==> src/rtl/tca_pkg.sv <==
package tca_pkg;
  typedef enum logic {
    DIR_DOWN = 1'b0,
    DIR_UP   = 1'b1
  } dir_e;
endpackage

==> src/rtl/tca_sync.sv <==
module tca_sync #(
  parameter int STAGES = 2
) (
  input  logic clk,
  input  logic rst,
  input  logic d,
  output logic q
);
  logic [STAGES-1:0] chain;

  generate
    if (STAGES == 1) begin : g_one
      always_ff @(posedge clk) begin
        if (rst) chain <= '0;
        else     chain <= d;
      end
    end else begin : g_many
      always_ff @(posedge clk) begin
        if (rst) chain <= '0;
        else     chain <= {chain[STAGES-2:0], d};
      end
    end
  endgenerate

  assign q = chain[STAGES-1];
endmodule

==> src/rtl/tca_counter.sv <==
module tca_counter
  import tca_pkg::*;
#(
  parameter int CODE_W = 8,
  parameter int GAP    = 3
) (
  input  logic              clk,
  input  logic              rst,
  input  logic              en,
  input  dir_e              dir,
  output logic [CODE_W-1:0] code,
  output logic              step
);
  localparam int                PACE_W = $clog2(GAP + 1);
  localparam logic [PACE_W-1:0] PACE_RELOAD = PACE_W'(GAP - 1);
  localparam logic [CODE_W-1:0] CODE_MAX = {CODE_W{1'b1}};

  logic [PACE_W-1:0] pace;
  logic              at_top, at_bot;

  assign at_top = (code == CODE_MAX);
  assign at_bot = (code == '0);
  assign step   = en && (pace == '0);

  always_ff @(posedge clk) begin
    if (rst) begin
      pace <= '0;
      code <= '0;
    end else if (en) begin
      if (pace == '0) pace <= PACE_RELOAD;
      else            pace <= pace - 1'b1;
      if (step) begin
        if (dir == DIR_UP && !at_top)        code <= code + 1'b1;
        else if (dir == DIR_DOWN && !at_bot) code <= code - 1'b1;
      end
    end
  end

  // at most one LSB of movement per clock
  p_one_lsb_r2: assert property (@(posedge clk) disable iff (rst)
    1'b1 |=> (code == $past(code)) || (code == $past(code) + 1'b1) ||
             (code == $past(code) - 1'b1));

  // no wrap in either direction
  p_no_wrap_top_r3: assert property (@(posedge clk) disable iff (rst)
    (code == CODE_MAX) |=> (code != '0));
  p_no_wrap_bot_r3: assert property (@(posedge clk) disable iff (rst)
    (code == '0) |=> (code != CODE_MAX));

  // steps are spaced apart to cover the synchronizer latency
  p_step_spacing_r4: assert property (@(posedge clk) disable iff (rst)
    step |=> !step);

  // disabled loop does not move
  p_freeze_r5: assert property (@(posedge clk) disable iff (rst)
    !en |=> $stable(code));
endmodule

==> src/rtl/tca_lock.sv <==
module tca_lock
  import tca_pkg::*;
(
  input  logic clk,
  input  logic rst,
  input  logic step,
  input  dir_e step_dir,
  output logic locked
);
  logic       have_prev;
  dir_e       prev_dir;
  logic [1:0] rev_cnt;

  always_ff @(posedge clk) begin
    if (rst) begin
      have_prev <= 1'b0;
      prev_dir  <= DIR_DOWN;
      rev_cnt   <= 2'd0;
    end else if (step) begin
      have_prev <= 1'b1;
      prev_dir  <= step_dir;
      if (have_prev && step_dir != prev_dir) begin
        if (rev_cnt != 2'd2) rev_cnt <= rev_cnt + 2'd1;
      end else begin
        rev_cnt <= 2'd0;
      end
    end
  end

  assign locked = (rev_cnt == 2'd2);

  // lock state only changes on a step
  p_lock_on_step_r7: assert property (@(posedge clk) disable iff (rst)
    $rose(locked) |-> $past(step));
  p_unlock_on_step_r7: assert property (@(posedge clk) disable iff (rst)
    $fell(locked) |-> $past(step));
endmodule

==> src/rtl/tca_ctrl.sv <==
module tca_ctrl
  import tca_pkg::*;
#(
  parameter int CODE_W      = 8,
  parameter int SYNC_STAGES = 2
) (
  input  logic              clk,
  input  logic              rst,
  input  logic              en,
  input  logic              cmp_above,
  output logic [CODE_W-1:0] dac_code,
  output logic              locked
);
  localparam int STEP_GAP = SYNC_STAGES + 1;

  logic cmp_s;
  dir_e dir;
  logic step;

  tca_sync #(.STAGES(SYNC_STAGES)) u_sync (
    .clk (clk),
    .rst (rst),
    .d   (cmp_above),
    .q   (cmp_s)
  );

  assign dir = cmp_s ? DIR_UP : DIR_DOWN;

  tca_counter #(.CODE_W(CODE_W), .GAP(STEP_GAP)) u_cnt (
    .clk  (clk),
    .rst  (rst),
    .en   (en),
    .dir  (dir),
    .code (dac_code),
    .step (step)
  );

  tca_lock u_lock (
    .clk      (clk),
    .rst      (rst),
    .step     (step),
    .step_dir (dir),
    .locked   (locked)
  );

  // reset leaves the code at zero and the flag clear
  p_reset_zero_r1: assert property (@(posedge clk)
    rst |=> (dac_code == '0) && !locked);

  // lock flag frozen while disabled
  p_lock_freeze_r5: assert property (@(posedge clk) disable iff (rst)
    !en |=> $stable(locked));
endmodule

==> config.mk <==
export PLATFORM = sky130hd
export DESIGN_NAME = tca_ctrl
export DESIGN_NICKNAME = d
export VERILOG_FILES = /design/src/rtl/tca_pkg.sv /design/src/rtl/tca_sync.sv /design/src/rtl/tca_counter.sv /design/src/rtl/tca_lock.sv /design/src/rtl/tca_ctrl.sv
export SDC_FILE = /design/constraint.sdc
export NUM_CORES = 1
export LEC_CHECK = 0
export CAP_MARGIN = 20
export CORE_UTILIZATION = 51
export CTS_BUF_LIST = sky130_fd_sc_hd__clkbuf_8 sky130_fd_sc_hd__clkbuf_16
export DETAILED_ROUTE_END_ITERATION = 10
export DONT_BUFFER_PORTS = 1
export GPL_TIMING_DRIVEN = 0
export PLACE_DENSITY = 0.69
export REMOVE_ABC_BUFFERS = 1
export SLEW_MARGIN = 20
export SYNTH_ARGS = -nofsm -noshare
export SYNTH_HDL_FRONTEND = slang
export SYNTH_SLANG_ARGS = --single-unit
==> constraint.sdc <==
create_clock -name clk -period 2.15 [get_ports clk]
set_input_delay 0.43 -clock clk [delete_from_list [all_inputs] [get_ports clk]]
set_output_delay 0.43 -clock clk [all_outputs]
set_load 0.01 [all_outputs]
=== Word level (Yosys, flattened, before mapping) ===
Cells that the tools add are included.

* Flip-flop bits (word level): 16
* Bits of input ports: 4

* $add $sub $neg: 4
* Eq/ne operators: 5
* Mux-type cells: 6
* Bitwise logic cells: 1
* Reduce and logical (&&, ||, !) cells: 11

{| class="wikitable"
|+ Operators by type and width
! operator !! count
|-
| 2-to-1 mux 8 bit || 2
|-
| adder 8 x 1 -> 8 bit, second input constant || 1
|-
| == test 8 bit, second input constant || 1
|-
| logical NOT 8 bit || 1
|-
| subtractor 8 x 1 -> 8 bit, second input constant || 1
|-
| 2-to-1 mux 2 bit || 3
|-
| logical AND 1 bit || 4
|-
| inequality test 2 bit, second input constant || 2
|-
| AND reduction 3 bit || 1
|-
| adder 2 x 1 -> 2 bit, second input constant || 1
|-
| == test 2 bit, second input constant || 1
|-
| logical NOT 1 bit || 2
|-
| logical NOT 2 bit || 1
|-
| AND reduction 2 bit || 1
|-
| nonzero test 2 bit || 1
|-
| subtractor 2 x 1 -> 2 bit, second input constant || 1
|-
| 2-to-1 mux 1 bit || 1
|-
| inequality test 1 bit || 1
|-
| inverter 1 bit || 1
|}

=== Longest topological paths before layout ===
* Depth in word-level cells: 5
* Gate-level depth with buffers: 11

=== Modules after synthesis ===
A second synthesis with hierarchy kept.

* Cell total of the unflattened synthesis: 129
* Area, all modules: 1102.3 um^2

{| class="wikitable"
|+ Modules (own cells, without submodules)
! module !! instances !! cells each !! area an instance (um^2)
|-
| tca_counter || 1 || 105 || 854.6
|-
| tca_lock || 1 || 20 || 195.2
|-
| tca_sync || 1 || 4 || 52.6
|}

=== Worst setup path after synthesis ===
No wires, ideal clock.

* Path kind: register to register
* Start: register u_cnt.code[4]
* End: register u_cnt.code[7]
* Setup time: 0.121 ns
* Arrival: 2.337 ns
* Data required time: 2.029 ns
* Setup slack: -0.308 ns
* Stages on the path, launching flop included: 10
* Cells stage by stage: dfxtp_1 buf_2 nand4_2 o21ai_4 ha_1 and3_4 o41ai_4 nand3_1 a21oi_2 mux2_4

* Word-level cells in the longest chain between the ends: 5

{| class="wikitable"
|+ RTL lines
! what !! line !! text
|-
| start: declaration || tca_counter.sv:11 || <nowiki>output logic [CODE_W-1:0] code,</nowiki>
|-
| start signal: assignment || tca_counter.sv:33 || <nowiki>if (dir == DIR_UP && !at_top) code <= code + 1'b1;</nowiki>
|-
| start signal: assignment || tca_counter.sv:34 || <nowiki>else if (dir == DIR_DOWN && !at_bot) code <= code - 1'b1;</nowiki>
|-
| branches (longest 5 deep; another with subtractor 8 x 1 -> 8 bit) || - ||
|}

Several ways; the timed one is not identified. The select of a mux whose other input is x is not followed.
A chain may end at the register's enable or synchronous reset.

=== Worst setup path after layout ===
* Start: register u_cnt.code[4]
* End: register u_cnt.code[6]

Same word-level chain as after synthesis.

==> implementation parameters <==
Parameter                              Value

Route
  Wire length reported by the detailed router    around 2.3 mm
  Number of search-and-repair iterations in the first detailed-routing pass    4
  Average routed wire per standard cell    between 15 and 20 um
  DRC errors left    0
  DR vias    between 800 and 900
  Antenna Nets Post-Route    0
  Iter 0 DRT Violations    13
  Post-DR vias/cell    roughly 6

Logic synthesis
  Syn Area/Cell    a little under 9 um^2
  Biggest area contributors in the synthesized netlist    dfxtp_1 (31%), ha_1 (8.6%), nor2_1 (5.9%)
  Post-synth EDFFs    0
  FFs w/ async S/R, synth    0
  Number of library cell types mapped by synthesis    41
  Top-area cell type share of the netlist area    0.313
  Warning count from the yosys run    0
  Post-Synthesis Cells    118
  Seq/Total Area, Yosys    0.313
  Mapped cell area    1020 um^2
  Register bit count reported by yosys    16
  Top flip-flop cell by instance count after synthesis    dfxtp_1
  Biggest area consumer among synthesized cells    dfxtp_1

Pwr
  Reg power frac    0.356
  Post-route total power    about 1.8 mW
  Clk pwr share    0.155
  Static leakage power    0.490 nW
  Combinational share of power    0.489
  Net Sw Power    ~0.76 mW
  Proportion of total power due to net switching    0.428
  Internal power of the cells    between 1 and 1.5 mW
  Total power density per cell area    about 1400 nW/um^2
  Highest ir drop seen on vdd    ~1.1 mV

Min path
  Terminating pin of the worst hold path    u_cnt.code[0]$_SDFFE_PP0P_
  Startpoint of the most critical hold path    rst
  Hold Path Depth    1
  Worst min-delay path category    input port to flip-flop

Placement
  Placed insts    roughly 140
  IO buf count    0
  Instance area at placement    just over 1000 um^2
  Worst slack, placed    -0.543 ns
  Post-DP HPWL    ~1.4 mm
  Weighted congestion at the end of routability-driven global placement    approximately 0.87

CTS
  Insertion delay to the later sink of the worst-skew pair    0.25 ns
  CTS H-tree lvls    1
  Number of buffers on the longest clock path    2
  Num Clock Sinks    16
  CTS tree    done
  Clk pin slew, worst setup/hold paths    around 0.07 ns
  Number of clock buffers inserted by TritonCTS    3
  Clock tree root driver cell    clkbuf_8

GRT
  GRT Util Overall    0.235
  Total gr overflow    0
  First-pass GRT wire length    3.48 mm
  Antenna violations before repair    0
  Largest net degree at the start of global routing    20
  Number of global-route vias before repair    between 700 and 800

Critical path
  Cells along the critical path    nand4_4, o21ai_4, xor2_1, ha_2, nor2_2, o311ai_4, o2111ai_2, nand2_1, nor4b_2, a211o_1
  Capturing element type of the critical path    flip-flop
  Worst R2R Setup Slack    -0.1 ns
  Max FO, Critical Path    8
  Largest stage delay on the critical path    0.42 ns
  Required time reported for the critical path endpoint    approximately 2.3 ns
  Start of the worst register-to-register path    u_cnt.code[4]$_SDFFE_PP0P_
  Nature of the critical path startpoint    flip-flop
  Crit Reg-Reg Endpoint    u_cnt.code[6]$_SDFFE_PP0P_
  Setup Crit Path Kind    flip-flop to flip-flop
  Worst-case reg-to-reg path depth    10
  Arrival time of data at the critical path endpoint    between 2 and 2.5 ns
  Critical path's slowest cell    dfxtp_4

Floorplan
  Area of the die    approximately 2200 um^2
  Die span in y    about 47 um
  Initial standard-cell utilization of the core    0.567
  Boundary pin count    13
  Width of the chip    around 47 um
  Floorplan Core Area    roughly 1800 um^2
  Number of standard-cell rows in the floorplan    15

Timing
  Unrepaired setup endpoints after global routing    true
  Final hold violation count    0
  Worst setup slack after layout    -0.0975 ns
  Upper clock frequency limit    445 MHz
  Layout Skew    0.00492 ns
  Tcrit/Tclk final    1.05
  Final setup vio count    3
  Slew margin rel.    0.741
  Tmin final    2.25 ns
  Final-report max-slew violation count    0
  Post-route setup TNS    -0.272 ns
  Slew of the pin with the lowest slew margin    0.388 ns

Layout
  Synthesis-to-finish area growth    21.5%
  Leading cell type in the layout, fill and taps excluded    nor2_1
  Total non-filler cell area in the finished layout    between 1000 and 1500 um^2
  Nets@finish    around 140
  Share of final-layout standard cells stronger than drive strength 1    0.315
  Final standard cell count with taps included and fillers excluded    between 100 and 150
  Most frequent cells in the layout    nor2_1 (15), a21oi_1 (9), dfxtp_4 (8)
  Number of antenna repair diodes    0

Status
  Result of the run    complete, but fails checks
  Failing checks    negative setup slack

Flow run
  Number of max-cap violations    0
## per-stage QoR
| stage | util | hold slack, ns |
|---|---|---|
| final | 0.690 | 0.230 |
| after global placement | 0.567 | 0.422 |
| after detailed placement | 0.567 | 0.431 |
| after floorplan | - | 0.414 |
| after CTS | 0.657 | 0.226 |
| after global routing | 0.690 | 0.223 |
## kinds of logic (layout without fill, tap and decap cells)
family / count (synthesis) / in the layout / share of synthesized area
mux: 3 / 3 / 0.0343
simple gates: 44 / 44 / 0.234
fa+ha+maj: 7 / 7 / 0.0857
flops: 16 / 16 / 0.313
compound gates: 30 / 30 / 0.225
xor+xnor: 6 / 6 / 0.0514
buf+inv: 12 / 18 / 0.0563
## worst max-delay path, delay by kind of cell, from the launching register on
kind	cells	cell delay (ns)
AOI/OAI and AO/OA	4	0.91
DFF	1	0.42
and+or+nand+nor	4	0.35
adders and majority gates	1	0.23
xor gates and xnor gates	1	0.22
## power groups by stage
stage	Combinational [mW]	Clock, mW	Sequential, mW
6_report	0.865	0.274	0.629
3_5_place_dp	0.678	0	0.563
4_1_cts	0.770	0.278	0.618
3_3_place_gp	0.657	0	0.559
2_1_floorplan	0.587	0	0.523
5_1_grt	0.942	0.289	0.650
## registers in the layout (all words and copies together), names as in the netlist
signal and count:
u_cnt.pace 2, u_cnt.code 8, u_lock.have_prev 1, u_lock.prev_dir 1, u_sync.chain 2, u_lock.rev_cnt 2
## cells in the mapped netlist, drive strengths merged (3+ instances only)
library cell / instances
nand3: 4
nor2b: 3
xor2: 3
o21ai: 5
and3: 3
a211oi: 3
ha: 7
inv: 7
nand2: 6
a21oi: 11
nor3: 3
buf: 3
xnor2: 3
dfxtp: 16
nor2: 17
## cell type report
cell class / instances / area [um^2]
multi-input cells: 90 / 726
fillers: 151 / 559
flip-flops and latches: 16 / 352
clock buffers: 4 / 55.1
repair buffers: 7 / 52.6
well taps: 25 / 31.3
inverters: 7 / 26.3
## what timing repair did
| action | CTS | global route |
|---|---|---|
| endpoints found under the setup margin | 5 | 4 |
| resized for setup | 22 | 8 |
| endpoints found under the hold margin | 0 | 0 |
| pin swaps | 12 | 7 |
| hold buffers | 0 | 0 |
| buffers inserted | 5 | 2 |
## worst max-delay path by stage
stage,from,endpoint,slack (ns),depth (start not counted)
final,u_cnt.code[4]$_SDFFE_PP0P_,u_cnt.code[6]$_SDFFE_PP0P_,-0.1,10
after CTS,u_cnt.code[0]$_SDFFE_PP0P_,u_cnt.code[6]$_SDFFE_PP0P_,-0.10,10
after floorplan,u_cnt.code[4]$_SDFFE_PP0P_,u_cnt.code[7]$_SDFFE_PP0P_,-0.30,8
after detailed placement,u_cnt.code[4]$_SDFFE_PP0P_,u_cnt.code[7]$_SDFFE_PP0P_,-0.54,8
after global placement,u_cnt.code[4]$_SDFFE_PP0P_,u_cnt.code[7]$_SDFFE_PP0P_,-0.56,8
after global routing,u_cnt.code[4]$_SDFFE_PP0P_,u_cnt.code[7]$_SDFFE_PP0P_,-0.20,9
## routing by layer
layer,wire length [um],share of wire,GRT usage
met5,0,0,0
met1,1070,0.47,0.303
met3,82,0.036,0.0538
met2,1020,0.45,0.358
met4,85,0.038,0.137
Power figures use the tool's default switching activity.
